### src/rtl/steer_pkg.sv
package steer_pkg;
  typedef enum logic [1:0] {
    KIND_READY = 2'd0,
    KIND_DEP   = 2'd1,
    KIND_BAD   = 2'd2
  } req_kind_e;
endpackage

### src/rtl/steer_free_list.sv
module steer_free_list #(
  parameter int REGS_PER_COL = 8,
  localparam int LW = $clog2(REGS_PER_COL)
) (
  input  logic          clk_i,
  input  logic          rst_ni,
  input  logic          pop_i,
  input  logic          push_i,
  input  logic [LW-1:0] push_idx_i,
  output logic          empty_o,
  output logic [LW-1:0] head_o,
  output logic [LW:0]   cnt_o
);
  logic [LW-1:0] mem_q [REGS_PER_COL];
  logic [LW-1:0] head_q, tail_q;
  logic [LW:0]   cnt_q;

  always_ff @(posedge clk_i or negedge rst_ni) begin
    if (!rst_ni) begin
      for (int i = 0; i < REGS_PER_COL; i++) mem_q[i] <= LW'(i);
      head_q <= '0;
      tail_q <= '0;
      cnt_q  <= (LW+1)'(REGS_PER_COL);
    end else begin
      if (push_i) begin
        mem_q[tail_q] <= push_idx_i;
        tail_q        <= tail_q + 1'b1;
      end
      if (pop_i) head_q <= head_q + 1'b1;
      cnt_q <= cnt_q + (LW+1)'(push_i) - (LW+1)'(pop_i);
    end
  end

  assign empty_o = (cnt_q == '0);
  assign head_o  = mem_q[head_q];
  assign cnt_o   = cnt_q;
endmodule

### src/rtl/steer_rr_pick.sv
module steer_rr_pick #(
  parameter int NUM_COLS = 4,
  localparam int CW = $clog2(NUM_COLS)
) (
  input  logic [NUM_COLS-1:0] avail_i,
  input  logic [CW-1:0]       start_i,
  output logic                found_o,
  output logic [CW-1:0]       pick_o
);
  always_comb begin
    found_o = 1'b0;
    pick_o  = start_i;
    // descending scan: the smallest offset from start wins
    for (int k = NUM_COLS - 1; k >= 0; k--) begin
      int s;
      s = int'(start_i) + k;
      if (s >= NUM_COLS) s = s - NUM_COLS;
      if (avail_i[s]) begin
        found_o = 1'b1;
        pick_o  = CW'(s);
      end
    end
  end
endmodule

### src/rtl/steer_classify.sv
module steer_classify
  import steer_pkg::*;
#(
  parameter int NUM_COLS     = 4,
  parameter int REGS_PER_COL = 8,
  localparam int CW = $clog2(NUM_COLS),
  localparam int LW = $clog2(REGS_PER_COL),
  localparam int TW = CW + LW
) (
  input  logic [1:0]    src_rdy_i,
  input  logic [TW-1:0] src0_tag_i,
  input  logic [TW-1:0] src1_tag_i,
  output req_kind_e     kind_o,
  output logic [TW-1:0] wait_tag_o,
  output logic [CW-1:0] dep_col_o
);
  logic [CW-1:0] prod_col;

  always_comb begin
    unique case (src_rdy_i)
      2'b11:   begin kind_o = KIND_READY; wait_tag_o = '0;         end
      2'b10:   begin kind_o = KIND_DEP;   wait_tag_o = src0_tag_i; end
      2'b01:   begin kind_o = KIND_DEP;   wait_tag_o = src1_tag_i; end
      default: begin kind_o = KIND_BAD;   wait_tag_o = '0;         end
    endcase
  end

  assign prod_col  = wait_tag_o[TW-1:LW];
  assign dep_col_o = (int'(prod_col) == NUM_COLS - 1) ? '0 : prod_col + 1'b1;
endmodule

### src/rtl/col_steer.sv
module col_steer
  import steer_pkg::*;
#(
  parameter int NUM_COLS     = 4,
  parameter int REGS_PER_COL = 8,
  localparam int COL_W = $clog2(NUM_COLS),
  localparam int LW    = $clog2(REGS_PER_COL),
  localparam int TAG_W = COL_W + LW
) (
  input  logic                clk_i,
  input  logic                rst_ni,
  input  logic                disp_valid_i,
  input  logic [1:0]          src_rdy_i,
  input  logic [TAG_W-1:0]    src0_tag_i,
  input  logic [TAG_W-1:0]    src1_tag_i,
  input  logic [NUM_COLS-1:0] win_full_i,
  input  logic                free_valid_i,
  input  logic [TAG_W-1:0]    free_tag_i,
  output logic                disp_fire_o,
  output logic                stall_o,
  output logic [COL_W-1:0]    disp_col_o,
  output logic [TAG_W-1:0]    disp_dst_o,
  output logic                wait_valid_o,
  output logic [TAG_W-1:0]    wait_tag_o
);
  req_kind_e           kind;
  logic [COL_W-1:0]    dep_col, rr_pick, rr_q, col;
  logic                rr_found, ok;
  logic [NUM_COLS-1:0] empty, avail, pop, push;
  logic [LW-1:0]       head_all [NUM_COLS];
  logic [LW:0]         cnt_all  [NUM_COLS];

  steer_classify #(.NUM_COLS(NUM_COLS), .REGS_PER_COL(REGS_PER_COL)) u_cls (
    .src_rdy_i  (src_rdy_i),
    .src0_tag_i (src0_tag_i),
    .src1_tag_i (src1_tag_i),
    .kind_o     (kind),
    .wait_tag_o (wait_tag_o),
    .dep_col_o  (dep_col)
  );

  for (genvar c = 0; c < NUM_COLS; c++) begin : g_col
    assign push[c]  = free_valid_i && (int'(free_tag_i[TAG_W-1:LW]) == c);
    assign pop[c]   = disp_fire_o && (int'(col) == c);
    assign avail[c] = !empty[c] && !win_full_i[c];
    steer_free_list #(.REGS_PER_COL(REGS_PER_COL)) u_fl (
      .clk_i      (clk_i),
      .rst_ni     (rst_ni),
      .pop_i      (pop[c]),
      .push_i     (push[c]),
      .push_idx_i (free_tag_i[LW-1:0]),
      .empty_o    (empty[c]),
      .head_o     (head_all[c]),
      .cnt_o      (cnt_all[c])
    );
  end

  steer_rr_pick #(.NUM_COLS(NUM_COLS)) u_rr (
    .avail_i (avail),
    .start_i (rr_q),
    .found_o (rr_found),
    .pick_o  (rr_pick)
  );

  always_comb begin
    unique case (kind)
      KIND_READY: begin col = rr_pick; ok = rr_found;       end
      KIND_DEP:   begin col = dep_col; ok = avail[dep_col]; end
      default:    begin col = '0;      ok = 1'b0;           end
    endcase
  end

  always_ff @(posedge clk_i or negedge rst_ni) begin
    if (!rst_ni) rr_q <= '0;
    else if (disp_fire_o && kind == KIND_READY)
      rr_q <= (int'(col) == NUM_COLS - 1) ? '0 : col + 1'b1;
  end

  assign disp_fire_o  = disp_valid_i && ok;
  assign stall_o      = disp_valid_i && !ok;
  assign disp_col_o   = col;
  assign disp_dst_o   = {col, head_all[col]};
  assign wait_valid_o = disp_valid_i && (kind == KIND_DEP);
endmodule

### config.mk
export PLATFORM = sky130hd
export DESIGN_NAME = col_steer
export DESIGN_NICKNAME = d
export VERILOG_FILES = /design/src/rtl/steer_pkg.sv /design/src/rtl/steer_free_list.sv /design/src/rtl/steer_rr_pick.sv /design/src/rtl/steer_classify.sv /design/src/rtl/col_steer.sv
export SDC_FILE = /design/constraint.sdc
export NUM_CORES = 1
export LEC_CHECK = 0
export BUFFER_PORTS_ARGS = -buffer_cell sky130_fd_sc_hd__buf_2
export CELL_PAD_IN_SITES_DETAIL_PLACEMENT = 0
export CELL_PAD_IN_SITES_GLOBAL_PLACEMENT = 1
export CORE_MARGIN = 10
export CORE_UTILIZATION = 35
export CTS_CLUSTER_DIAMETER = 50
export CTS_CLUSTER_SIZE = 14
export DETAILED_ROUTE_END_ITERATION = 8
export PLACE_DENSITY_LB_ADDON = 0.1
export SLEW_MARGIN = 20
export SYNTH_ARGS = -nofsm -noshare
export SYNTH_HDL_FRONTEND = slang
export SYNTH_HIERARCHICAL = 1
export SYNTH_SLANG_ARGS = --single-unit
### constraint.sdc
create_clock -name clk_i -period 5.4 [get_ports clk_i]
set_input_delay 0 -clock clk_i [delete_from_list [all_inputs] [get_ports clk_i]]
set_output_delay 0 -clock clk_i [all_outputs]
set_load 0.05 [all_outputs]
=== Word level (Yosys, flattened, before mapping) ===
Cells that the tools add are included.

* Bits in latches: 0
* Bits in writable memories: 0
* Memories: 0
* Bits in read-only memories: 0
* Bits in registers: 138
* Input bits: 25

* Shift-type cells: 0
* $mul: 0
* Muxes and demuxes: 59
* Add/sub/neg operators: 25
* Equality and inequality tests: 11
* $lt $le $gt $ge: 22
* Bitwise operators: 9
* Divide/modulo/power cells: 0
* Reduce and logical (&&, ||, !) cells: 37

{| class="wikitable"
|+ Operators by type and width
! cell !! count
|-
| 32-bit by 4-bit less-than comparator with 1-bit output (second input constant) || 4
|-
| 32-bit 2-to-1 mux || 4
|-
| 24-bit bitwise mux || 4
|-
| 32-bit by 4-bit greater-or-equal comparator with 1-bit output (second input constant) || 3
|-
| 32-bit by 4-bit subtractor with 32-bit output (second input constant) || 3
|-
| 3-bit 2-to-1 mux || 14
|-
| 3-bit binary-select mux with 3-bit select || 4
|-
| 3-bit demux with 3-bit select || 4
|-
| 4-bit greater-or-equal comparator (second input constant) || 8
|-
| 3-bit inverter with 4-bit output || 8
|-
| 3-bit by 1-bit adder with 3-bit output (second input constant) || 8
|-
| 1-bit logical AND || 20
|-
| 4-bit by 1-bit adder with 4-bit output || 4
|-
| 4-bit zero test || 4
|-
| 4-bit by 1-bit less-than comparator with 1-bit output (second input constant) || 4
|-
| 4-bit by 1-bit subtractor with 4-bit output || 4
|-
| 1-bit 2-to-1 mux || 13
|-
| 2-bit equality test (second input constant) || 6
|-
| 2-bit 2-to-1 mux || 6
|-
| 1-bit binary-select mux with 2-bit select || 5
|-
| 2-bit by 1-bit equality test with 1-bit output (second input constant) || 5
|-
| 5-bit case mux with 2 select lines || 1
|-
| 1-bit zero test || 9
|-
| 2-bit case mux with 2 select lines || 2
|-
| other kinds (12) || 16
|}

=== Depth between registers and ports, before layout ===
* Depth in word-level cells: 15
* Gate-level depth with buffers: 20
* Gate-level depth less buffers: 19

=== By module ===
The synthesis kept the hierarchy.

{| class="wikitable"
|+ By module, submodules not included
! module !! instances !! cells each !! area each (um2)
|-
| steer_free_list (g_col[0].u_fl ...) || 3 || 109 || 1674.1
|-
| steer_free_list (g_col[3].u_fl) || 1 || 111 || 1681.6
|-
| col_steer || 1 || 71 || 538.0
|-
| steer_classify || 1 || 25 || 166.4
|-
| steer_rr_pick || 1 || 16 || 100.1
|}

=== Worst setup path before layout ===
Ideal clock, no wire load.

* Kind: register -> register
* From: register g_col[3].u_fl.cnt_q[3]
* To: register g_col[3].u_fl.cnt_q[2]
* Data required time: 5.277 ns
* Library setup time: 0.123 ns
* Arrival: 4.168 ns
* Setup slack: 1.109 ns
* Stages on the path, launching flop included: 20
* Cells stage by stage: dfstp_2 -> inv_1 -> ha_1 -> and3_1 -> nor2_1 -> and3b_1 -> or4_1 -> nand2_1 -> mux2_2 -> nand2b_1 -> inv_1 -> ha_1 -> nand2_1 -> o21ai_0 -> ha_1 -> inv_1 -> ha_1 -> inv_1 -> fa_1 -> xnor2_1

* Longest elaborated chain between the ends: 14

{| class="wikitable"
|+ Ends and longest elaborated chain
! element !! RTL line !! source
|-
| start, declared || steer_free_list.sv:16 || <nowiki>logic [LW:0] cnt_q;</nowiki>
|-
| start signal, assigned || steer_free_list.sv:23 || <nowiki>cnt_q <= (LW+1)'(REGS_PER_COL);</nowiki>
|-
| start signal, assigned || steer_free_list.sv:30 || <nowiki>cnt_q <= cnt_q + (LW+1)'(push_i) - (LW+1)'(pop_i);</nowiki>
|-
| 4-bit zero test * || steer_free_list.sv:34 || <nowiki>assign empty_o = (cnt_q == '0);</nowiki>
|-
| named net empty[3] || col_steer.sv:29 || <nowiki>logic [NUM_COLS-1:0] empty, avail, pop, push;</nowiki>
|-
| 1-bit zero test * || col_steer.sv:45 || <nowiki>assign avail[c] = !empty[c] && !win_full_i[c];</nowiki>
|-
| 1-bit logical AND * || col_steer.sv:45 ||
|-
| named net avail[3] || col_steer.sv:29 ||
|-
| 1-bit binary-select mux with 2-bit select || steer_rr_pick.sv:18 || <nowiki>if (avail_i[s]) begin</nowiki>
|-
| 1-bit 2-to-1 mux (not written as such) (2 in series) || steer_rr_pick.sv:18 ||
|-
| 2-bit 2-to-1 mux (3 in series) || steer_rr_pick.sv:18 ||
|-
| 2-bit 2-to-1 mux * || steer_rr_pick.sv:18 ||
|-
| named net rr_pick[1] || col_steer.sv:27 || <nowiki>logic [COL_W-1:0] dep_col, rr_pick, rr_q, col;</nowiki>
|-
| 2-bit case mux with 2 select lines * || col_steer.sv:66 || <nowiki>unique case (kind)</nowiki>
|-
| named net disp_col_o[1] || col_steer.sv:21 || <nowiki>output logic [COL_W-1:0] disp_col_o,</nowiki>
|-
| 2-bit by 1-bit equality test with 1-bit output * || col_steer.sv:44 || <nowiki>assign pop[c] = disp_fire_o && (int'(col) == c);</nowiki>
|-
| 1-bit logical AND * || col_steer.sv:44 ||
|-
| named net pop[3] || col_steer.sv:29 ||
|-
| 4-bit by 1-bit subtractor with 4-bit output * || steer_free_list.sv:30 ||
|}

The timed path passes the listed nets; every way through them passes the cells marked *. The select of a mux whose other input is x is not followed.
A chain may end at the register's enable or synchronous reset.

=== Worst setup path after layout ===
* From: register g_col[3].u_fl.cnt_q[3]
* To: register g_col[3].u_fl.cnt_q[3]

* Longest elaborated chain between the ends: 14

{| class="wikitable"
|+ Ends and longest elaborated chain
! element !! RTL line
|-
| 4-bit zero test * || steer_free_list.sv:34
|-
| named net empty[3] || col_steer.sv:29
|-
| 1-bit zero test * || col_steer.sv:45
|-
| 1-bit logical AND * || col_steer.sv:45
|-
| named net avail[3] || col_steer.sv:29
|-
| 1-bit binary-select mux with 2-bit select || steer_rr_pick.sv:18
|-
| 1-bit 2-to-1 mux (not written as such) (2 in series) || steer_rr_pick.sv:18
|-
| 2-bit 2-to-1 mux (3 in series) || steer_rr_pick.sv:18
|-
| 2-bit 2-to-1 mux * || steer_rr_pick.sv:18
|-
| named net rr_pick[0] || col_steer.sv:27
|-
| 2-bit case mux with 2 select lines * || col_steer.sv:66
|-
| 2-bit by 1-bit equality test with 1-bit output * || col_steer.sv:44
|-
| 1-bit logical AND * || col_steer.sv:44
|-
| named net pop[3] || col_steer.sv:29
|-
| 4-bit by 1-bit subtractor with 4-bit output * || steer_free_list.sv:30
|}

Marked as above.

==> results.cfg <==
[sta]
fmax_mhz = 225
skew_ps = 6.89
fin_ws_ps = 946
report.final.slew_viol_count = 0
hold_viol_final = 0
fin_crit_sh_pct = 82.5
worst-slew-pin-transition_ps = 870
rsz0062_at_grt = false
maxSlewHeadroom_pct = 42.0
fin_crit_ps = 4450
setup_viol = 0
fin_tns_setup_ps = 0

[clock_network]
cts_max_path_buffers = 2
htree_levels = 4
cts_inserted_buffers = 17
path_clk_slew_ps = 60
cts_tree = yes
cts_root_buffer = clkbuf_16
cts_setup_buffers = 0
clkSinkCount = 138
clk_latency_ps = 420

[status]
outcome = completed

[finish]
final_common_cell = mux2_2
regArea_um2 = 3520
nNetsFinal = 649
multi_input_area_um2 = 3690
drive_gt1_share_pct = 44.5
nFillCells = 1969
syn_to_final_growth_pct = 13.7
fin_cells = 873
final_util_pct = 40.5
antenna_cells = 0
layout_common_cells = 118 x mux2_2, 86 x dfrtp_1, 52 x dfstp_2

[detailed_routing]
drt_iter0_drc = 237
wl_um = 16200
drc = 0
drt-vias-per-instance = 5.09
dr.pass1.iters = 4
vias = 4442
antenna_left = 0
wl_per_cell_um = 18.6

[synth]
syn_nets = 614
syn_inst = 550
synth_top_flop_cell = dfrtp_1
synth.avg_cell_area_um2 = 13.7
synthArstFlopShare_pct = 100
yosysWarnings = 6
mappedNetlistArea_um2 = 7510
synth-seq-cells = 138
yosysSeqAreaShare_pct = 46.9
synth_edf_count = 0
synth_cell_type_count = 53

[setup_path]
worstPathArrival_ps = 4800
worstSetupPathType = register to register
reg2reg_depth = 19
cp.required_ps = 5740
worstSetupStartpointType = register
crit_fanout = 6
reg2reg_to = g_col[3].u_fl/cnt_o[3]
ff2ff_setup_slack_ps = 950
r2r_start = g_col[3].u_fl/cnt_o[3]
cp-end-kind = register

[global_routing]
use_met2_pct = 17.8
antenna_found_initial = 0
busiest_layer = met2
grt_use_met3_pct = 3.44
grt_pass1_vias = 4659
grtUsageTotal_pct = 12.0
grt.overflow.total = 0
grt_max_degree = 75
grt_util_met1_pct = 16.7
grt_pass1_wl_um = 26500

[place]
dp_cells = 840
hpwl_um = 11400
io_buffer_count = 39
gp_congestion = 0.836
dp_slack_ps = 955

[job]
cap_violations = 0

[pwr]
p_total_w = 0.00488
p_leak_nw = 3.79
power-per-cell-area_nw_per_um2 = 572
ir_drop_mv = 0.193

[min_path]
holdPathEnd = g_col[0].u_fl/tail_q[2]
hold_start = free_tag_i[3]
whs_path_depth = 5
worstHoldPathType = input pin to register

[floorplanning]
rows = 53
die_area_um2 = 27700
die-width_um = 166
start_util_pct = 35.6
ioPinCount = 40
coreArea_um2 = 21100
chipHeight_um = 166
## layout make-up
| cell class | instances | area share (%) |
|---|---|---|
| Multi-Input combinational cell | 352 | 43.3 |
| Clock buffer | 21 | 5.51 |
| Clock inverter | 11 | 1.82 |
| Timing Repair Buffer | 43 | 2.74 |
| Tap cell | 275 | 4.03 |
| Inverter | 33 | 1.45 |
| Sequential cell | 138 | 41.2 |
## power by group
part / switching [W] / total [W] / internal [W]
Clock: 0.000463 / 0.00123 / 0.000772
Sequential: 0.000416 / 0.00202 / 0.00160
Combinational: 0.000730 / 0.00163 / 0.000901
Total: 0.00161 / 0.00488 / 0.00327
## worst max-delay path, stage by stage (launching register included)
cell	delay, ps
dfstp_2	510
inv_1	30
ha_1	160
and3_1	200
nor2_1	300
and2b_2	260
o21ai_0	170
o221a_2	210
mux2i_2	100
or2_0	360
inv_2	160
ha_1	170
nand2_1	50
o21ai_0	540
ha_1	320
inv_1	60
ha_1	270
a21o_1	180
a21oi_1	170
xor2_1	170
## metal layers
metal,part of all wire [%],up-vias
met5,0,-
met4,0.48,0
met3,4.7,4
met2,45,74
met1,50,2275
li1,-,2089
## registers in the layout, summed over array words and instances (netlist names)
signal and cells:
rr_q 2, g_col.u_fl/mem_q 96, g_col.u_fl/head_q 12, g_col.u_fl/tail_q 12
g_col.u_fl/cnt_o 16
## synth_stat cells, types with 4 or more instances
| master | count | share of area [%] |
|---|---|---|
| mux4_1 | 24 | 8.4 |
| a21o_1 | 4 | 0.40 |
| clkbuf_1 | 10 | 0.50 |
| nor2_1 | 9 | 0.45 |
| mux2_2 | 118 | 18 |
| nand2b_4 | 4 | 0.73 |
| a21oi_1 | 7 | 0.47 |
| o21ai_0 | 12 | 0.80 |
| buf_2 | 8 | 0.53 |
| and3_1 | 5 | 0.42 |
| nor3b_2 | 8 | 1.3 |
| xnor2_1 | 9 | 1.0 |
| xor2_1 | 15 | 1.7 |
| nor3_1 | 9 | 0.60 |
| fa_1 | 4 | 1.1 |
| dfstp_2 | 52 | 18 |
| nand3b_1 | 4 | 0.40 |
| buf_6 | 7 | 1.0 |
| nand4b_1 | 12 | 1.4 |
| nand4_1 | 4 | 0.33 |
| ha_1 | 35 | 5.8 |
| a22oi_1 | 4 | 0.40 |
| inv_1 | 32 | 1.6 |
| dfrtp_1 | 86 | 29 |
| nor2b_1 | 4 | 0.33 |
| nand2_1 | 27 | 1.3 |
## worst max path at each step
stage	start	endpoint	slack, ps	depth (start not counted)
6_report	g_col[3].u_fl/cnt_o[3]	g_col[3].u_fl/cnt_o[3]	950	19
5_1_grt	g_col[3].u_fl/cnt_o[3]	g_col[3].u_fl/cnt_o[3]	600	19
4_1_cts	g_col[3].u_fl/cnt_o[3]	g_col[3].u_fl/cnt_o[3]	930	19
3_5_place_dp	g_col[3].u_fl/cnt_o[3]	g_col[3].u_fl/cnt_o[2]	960	19
3_3_place_gp	g_col[3].u_fl/cnt_o[3]	g_col[3].u_fl/cnt_o[3]	1000	19
2_1_floorplan	g_col[3].u_fl/cnt_o[3]	g_col[3].u_fl/cnt_o[2]	1110	19
## stage by stage
step	cell area (µm²)	hold WS [ps]
after detailed placement	7910	62.1
final	8540	93.0
after global placement	7910	53.1
after global routing	8540	96.9
after CTS	8540	80.3
after floorplan	7510	-296
## kinds of logic (layout without fill, tap and decap cells)
kind of cell               count (synthesis)  count (layout)  synth area share (%)
muxes                                    144             144                  26.4
adders and majority gates                 39              39                  6.90
DFF                                      138             138                  46.9
xor gates and xnor gates                  24              24                  2.80
and+or+nand+nor                          103             103                  9.35
AOI/OAI and AO/OA                         42              42                  3.75
buffers and inverters                     60             108                  3.93
## what timing repair did
action,CTS,global route
endpoints found under the setup margin,0,0
resized for setup,0,0
endpoints found under the hold margin,43,0
hold buffers,1,0
(Power assumes the default switching activity.)
